$ cat src/rtl/shuf_pkg.sv
package shuf_pkg;

    typedef enum logic {
        SHUF_EDGE   = 1'b0,
        SHUF_ROTATE = 1'b1
    } shuf_mode_e;

    localparam int unsigned RND_W = 16;

    // Maximal-length Fibonacci step, taps at bits 15, 13, 12, 10.
    function automatic logic [RND_W-1:0] rnd_advance(input logic [RND_W-1:0] s);
        return {s[RND_W-2:0], s[15] ^ s[13] ^ s[12] ^ s[10]};
    endfunction

endpackage

$ cat src/rtl/shuf_rng.sv
module shuf_rng
    import shuf_pkg::*;
#(
    parameter int unsigned      OUT_W = 4,
    parameter logic [RND_W-1:0] SEED  = 16'hACE1
) (
    input  logic             clk,
    input  logic             rst_n,
    output logic [OUT_W-1:0] idx
);

    typedef struct packed {
        logic [RND_W-1:0] lfsr;
    } rng_t;

    rng_t rng_d, rng_q;

    always_comb begin
        rng_d      = rng_q;
        rng_d.lfsr = rnd_advance(rng_q.lfsr);
    end

    always_ff @(posedge clk or negedge rst_n) begin
        if (!rst_n) begin
            rng_q.lfsr <= SEED;
        end else begin
            rng_q <= rng_d;
        end
    end

    assign idx = rng_q.lfsr[OUT_W-1:0];

endmodule

$ cat src/rtl/shuf_store.sv
module shuf_store
    import shuf_pkg::*;
#(
    parameter int unsigned IDX_W = 4,
    parameter shuf_mode_e  MODE  = SHUF_EDGE,
    localparam int unsigned DEPTH = 1 << IDX_W
) (
    input  logic             clk,
    input  logic             rst_n,
    input  logic             a,
    input  logic             b,
    input  logic [IDX_W-1:0] idx,
    output logic [DEPTH-1:0] store,
    output logic             c
);

    localparam logic [DEPTH-1:0] FILL = {(DEPTH/2){2'b01}};

    typedef struct packed {
        logic [DEPTH-1:0] mem;
        logic             out;
    } cell_t;

    cell_t cell_d, cell_q;

    logic             regen;
    logic [DEPTH-1:0] idle_mem;

    assign regen = (a == b);

    // Store content on a disagreeing cycle depends on the mode.
    generate
        if (MODE == SHUF_ROTATE) begin : g_rotate
            assign idle_mem = {cell_q.mem[0], cell_q.mem[DEPTH-1:1]};
        end else begin : g_hold
            assign idle_mem = cell_q.mem;
        end
    endgenerate

    always_comb begin
        cell_d = cell_q;
        if (regen) begin
            cell_d.mem = {cell_q.mem[DEPTH-2:0], a};
            cell_d.out = a;
        end else begin
            cell_d.mem = idle_mem;
            // idx is tied to zero in rotating mode, so this reads the bit leaving position 0
            cell_d.out = cell_q.mem[idx];
        end
    end

    always_ff @(posedge clk or negedge rst_n) begin
        if (!rst_n) begin
            cell_q.mem <= FILL;
            cell_q.out <= 1'b0;
        end else begin
            cell_q <= cell_d;
        end
    end

    assign store = cell_q.mem;
    assign c     = cell_q.out;

endmodule

$ cat src/rtl/stoch_shuffle.sv
module stoch_shuffle
    import shuf_pkg::*;
#(
    parameter int unsigned      IDX_W    = 4,
    parameter shuf_mode_e       MODE     = SHUF_EDGE,
    parameter logic [RND_W-1:0] RND_SEED = 16'hACE1
) (
    input  logic clk,
    input  logic rst_n,
    input  logic a,
    input  logic b,
    output logic c
);

    localparam int unsigned DEPTH = 1 << IDX_W;

    logic [IDX_W-1:0] idx_w;
    logic [DEPTH-1:0] store_w;

    generate
        if (MODE == SHUF_EDGE) begin : g_rng
            shuf_rng #(
                .OUT_W (IDX_W),
                .SEED  (RND_SEED)
            ) rng_i (
                .clk   (clk),
                .rst_n (rst_n),
                .idx   (idx_w)
            );
        end else begin : g_no_rng
            assign idx_w = '0;
        end
    endgenerate

    shuf_store #(
        .IDX_W (IDX_W),
        .MODE  (MODE)
    ) store_i (
        .clk   (clk),
        .rst_n (rst_n),
        .a     (a),
        .b     (b),
        .idx   (idx_w),
        .store (store_w),
        .c     (c)
    );

endmodule

$ cat config.mk
export PLATFORM = sky130hd
export DESIGN_NAME = stoch_shuffle
export DESIGN_NICKNAME = d
export VERILOG_FILES = /design/src/rtl/shuf_pkg.sv /design/src/rtl/shuf_rng.sv /design/src/rtl/shuf_store.sv /design/src/rtl/stoch_shuffle.sv
export SDC_FILE = /design/constraint.sdc
export NUM_CORES = 1
export LEC_CHECK = 0
export BUFFER_PORTS_ARGS = -buffer_cell sky130_fd_sc_hd__buf_2
export CAP_MARGIN = 10
export CORE_MARGIN = 8
export CORE_UTILIZATION = 30
export DETAILED_ROUTE_END_ITERATION = 16
export PLACE_DENSITY = 0.46
export RECOVER_POWER = 25
export SYNTH_ARGS = -nofsm -noshare
export SYNTH_HDL_FRONTEND = slang
export SYNTH_HIERARCHICAL = 1
export SYNTH_SLANG_ARGS = --single-unit
$ cat constraint.sdc
create_clock -name clk -period 2.1 [get_ports clk]
set_input_delay 0.42 -clock clk [delete_from_list [all_inputs] [get_ports clk]]
set_output_delay 0.42 -clock clk [all_outputs]
set_load 0.02 [all_outputs]
Word-level counts from Yosys, hierarchy flattened

Cells that the tools add are included.

Multiplexer cells: 3
Equal/unequal tests: 1
Order comparisons: 1
Bitwise logic cells: 3

Operator list:

| operator                                                             | number |
|---|---|
| 4-bit by 5-bit < comparator with 1-bit output, second input constant | 1 |
| 1-bit binary-select mux with 4-bit select                            | 1 |
| 1-bit XOR                                                            | 3 |
| 1-bit two-way mux                                                    | 2 |
| 1-bit equality test                                                  | 1 |

Register bits: 33
Output and inout bits: 1
Input port bits: 4

Logic depth before layout (Yosys ltp)

Word-level depth: 3
Depth in mapped cells: 5
Mapped depth without buffers: 4

Cells and area by module

The synthesis kept the hierarchy.

By module, submodules not included:

| module     | times used | cells an instance | area an instance (um^2) | sequential area each (um^2) |
|---|---|---|---|---|
| shuf_store | 1          | 43                | 774.5                   | 435.4 |
| shuf_rng   | 1          | 23                | 466.7                   | 410.4 |

Worst setup path before layout

OpenSTA, ideal clock, no wires.

Path kind: flip-flop to flip-flop
Start: register g_rng.rng_i/rng_q[0] in the netlist's numbering
End: register store_i.cell_q, in the netlist store_i/c
Path slack: 0.311 ns
Clock period less this slack: 1.789 ns
Cell stages (with the launch flop): 6
Path buffers: 1
Arrival: 1.663 ns
Cells stage by stage: dfstp_2 -> buf_4 -> mux4_1 -> mux2i_1 -> mux2i_1 -> maj3_2

RTL lines:

| what                   | RTL line         | source |
|---|---|---|
| from (decl)            | shuf_rng.sv:16   | `rng_t rng_d, rng_q;` |
| from (signal assigned) | shuf_rng.sv:27   | `rng_q <= rng_d;` |
| to (signal assigned)   | shuf_store.sv:57 | `cell_q <= cell_d;` |
| to (decl)              | shuf_store.sv:24 | `cell_t cell_d, cell_q;` |

==> impl_metrics.env <==
export IMPL_status="finished, violations left"
export IMPL_failed_checks="max-capacitance violations, max-slew violations"
export IMPL_power_frac_seq=0.560
export IMPL_critPathRequiredTime_ns=2.26
export IMPL_first_global_vias=575
export IMPL_fin_area_um2=1389
export IMPL_postCtsSetupBuffers=0
export IMPL_seq_area_frac_synth=0.6815
export IMPL_worst_pin_slew_ns=1.675
export IMPL_cts_tree="built"
export IMPL_num_vias=532
export IMPL_period_needed_ns=1.827
export IMPL_p_sw_w=0.0003827
export IMPL_die_w_um=80.32
export IMPL_max_freq_ghz=0.5474
export IMPL_io_pins=5
export IMPL_grt_overflow=0
export IMPL_synth_area_top_cells="dfrtp_1 (34%), dfstp_2 (34%), mux2_2 (14%)"
export IMPL_end_kind="flip-flop"
export IMPL_fin_crit_sh=0.8699
export IMPL_cp_startpoint="g_rng.rng_i/rng_q[0]"
export IMPL_cts_buffers=5
export IMPL_synth_edf_count=0
export IMPL_final_layout_size_suffix_gt1_frac=0.5541
export IMPL_syn_area_um2=1241
export IMPL_grt_first_pass_wirelength_um=2932
export IMPL_syn_nets=70
export IMPL_grt_usage=0.06545
export IMPL_rr_worst_depth=4
export IMPL_synth_largest_area_cell="dfrtp_1"
export IMPL_r2r_start="g_rng.rng_i/rng_q[0]"
export IMPL_internal_power_w=0.001248
export IMPL_synth_distinct_cells=11
export IMPL_antenna_left=0
export IMPL_clockPowerShare=0.296
export IMPL_clock_sinks=33
export IMPL_p_per_area_nw_per_um2=1174
export IMPL_crit_type="reg2reg"
export IMPL_leakage_nw=0.5716
export IMPL_ys_flop_type="dfrtp_1"
export IMPL_fp_row_count=23
export IMPL_ys_top_cells_by_count="dfrtp_1 (17), dfstp_2 (16), mux2_2 (15)"
export IMPL_hp_class="reg2reg"
export IMPL_setup_slack_ns=0.2733
export IMPL_synth_seq_cells=33
export IMPL_p_sw_frac=0.2347
export IMPL_fin_total_pwr_w=0.001631
export IMPL_yosys_warnings=6
export IMPL_routedWlPerCell_um=14.69
export IMPL_dpl_hpwl_um=1164
export IMPL_arrival_ns=1.98
export IMPL_fin_nets=77
export IMPL_setup_violations_final=0
export IMPL_post_route_drc_count=0
export IMPL_clockRootBuffer="clkbuf_8"
export IMPL_cts_buffer_depth=2
export IMPL_ir_drop_mv=0.2790
export IMPL_die_area_um2=6451
export IMPL_pre_cts_ws_ns=0.2677
export IMPL_initial_core_util=0.3103
export IMPL_maxCapViolCount=1
export IMPL_hold_viol_final=0
export IMPL_critPathMaxFanout=5
export IMPL_antenna_found_initial=0
export IMPL_antenna_cells=0
export IMPL_place_gp_congestion=0.6449
export IMPL_synth_most_common_cell="dfrtp_1"
export IMPL_fin_setup_tns_ns=0
export IMPL_maxSlewHeadroom=-0.1167
export IMPL_drt_initial_drc_count=16
export IMPL_dpl_cell_count=116
export IMPL_timing_critical_path_from_type="flip-flop"
export IMPL_coreArea_um2=4000
export IMPL_clock_skew_ns=0.007353
export IMPL_dpl_instance_area_um2=1296
export IMPL_combPwrFrac=0.145
export IMPL_slew_violations=34
export IMPL_vias_per_cell=4.290
export IMPL_syn_area_per_cell_um2=18.81
export IMPL_stdcell_count=124
export IMPL_cts_resized=0
export IMPL_min_delay_path_depth=0
export IMPL_syn_inst=66
export IMPL_clk_pin_slew_worst_paths_ns=0.07
export IMPL_hp_start="g_rng.rng_i/rng_q[14]"
export IMPL_synth_top_area_frac=0.3427
export IMPL_h_tree_depth=2
export IMPL_first_pass_iters=3
export IMPL_routed_wl_um=1822
export IMPL_grt_start_max_net_pins=34
export IMPL_rsz0062_at_grt="no"
export IMPL_synthToLayoutAreaGrowth_pct=11.90
export IMPL_io_buffer_count=4
export IMPL_synthArstFlopShare=1.000
export IMPL_die_height_um=80.32
export IMPL_hold_buffers=0
export IMPL_insertion_delay_ns=0.28
[flip-flops by register name, summed over array words and instances, names as in the netlist]
signal and count:
g_rng.rng_i/rng_q 16, store_i/store 16, store_i/c 1
[cells in the final DEF (no fill, tap or decap), drive strengths merged]
cell type and n:
buf 4, clkbuf 8, clkinvlp 1, dfrtp 17, dfstp 16, maj3 2
mux2 15, mux2i 3, mux4 4, xnor2 2, xor2 2
[critical path, cell delays in order (launching register included)]
cell and delay [ns]:
dfstp_2 0.58, mux4_1 0.58, mux2i_1 0.15, mux2i_1 0.09
maj3_2 0.31
[metal layers]
metal	vias to the layer above	GRT usage	share of wire
met3	4	0.03683	0.054
met4	0	0.06000	0.033
met2	10	0.08731	0.44
met5	-	0	0
met1	272	0.07186	0.47
li1	246	-	-
[power by group through the flow]
stage / combinational (W) / sequential, W / clock [W]
after floorplan: 0.000196 / 0.000888 / 0
after global placement: 0.000232 / 0.000931 / 0
after detailed placement: 0.000241 / 0.000928 / 0
after CTS: 0.000241 / 0.000917 / 0.000504
after global routing: 0.000259 / 0.000938 / 0.000531
final: 0.000236 / 0.000912 / 0.000482
[area by class of cell]
type,instances,area (um^2)
Tap cell,50,62.56
Fill cell,387,2611
Clock buffer,7,86.33
Multi-Input combinational cell,28,360.3
Timing Repair Buffer,5,26.28
Sequential cell,33,845.8
Clock inverter,1,7.507
[metrics by stage]
| stage | hold slack, ns | utilization |
|---|---|---|
| after global placement | 0.3328 | 0.3241 |
| final | 0.3525 | 0.3472 |
| after CTS | 0.1950 | 0.3475 |
| after floorplan | 0.1244 | - |
| after global routing | 0.3631 | 0.3472 |
| after detailed placement | 0.3376 | 0.3241 |
[cell families after synthesis]
group	Yosys count	share of synthesized area
flops	33	0.6815
mux	22	0.2450
buf+inv	5	0.02822
xor+xnor	4	0.02823
fa+ha+maj	2	0.01714
[path summary, 6_finish.rpt]
kind	endpoint	slack, ns
max	store_i/c	0.27
min	g_rng.rng_i/rng_q[15]	0.35
max reg2reg	store_i/c	0.27
min reg2reg	g_rng.rng_i/rng_q[15]	0.35
max in group asynchronous	store_i/store[1]	0.56
min in group asynchronous	g_rng.rng_i/rng_q[9]	0.56
No activity file was read; power rests on OpenSTA's default activity.
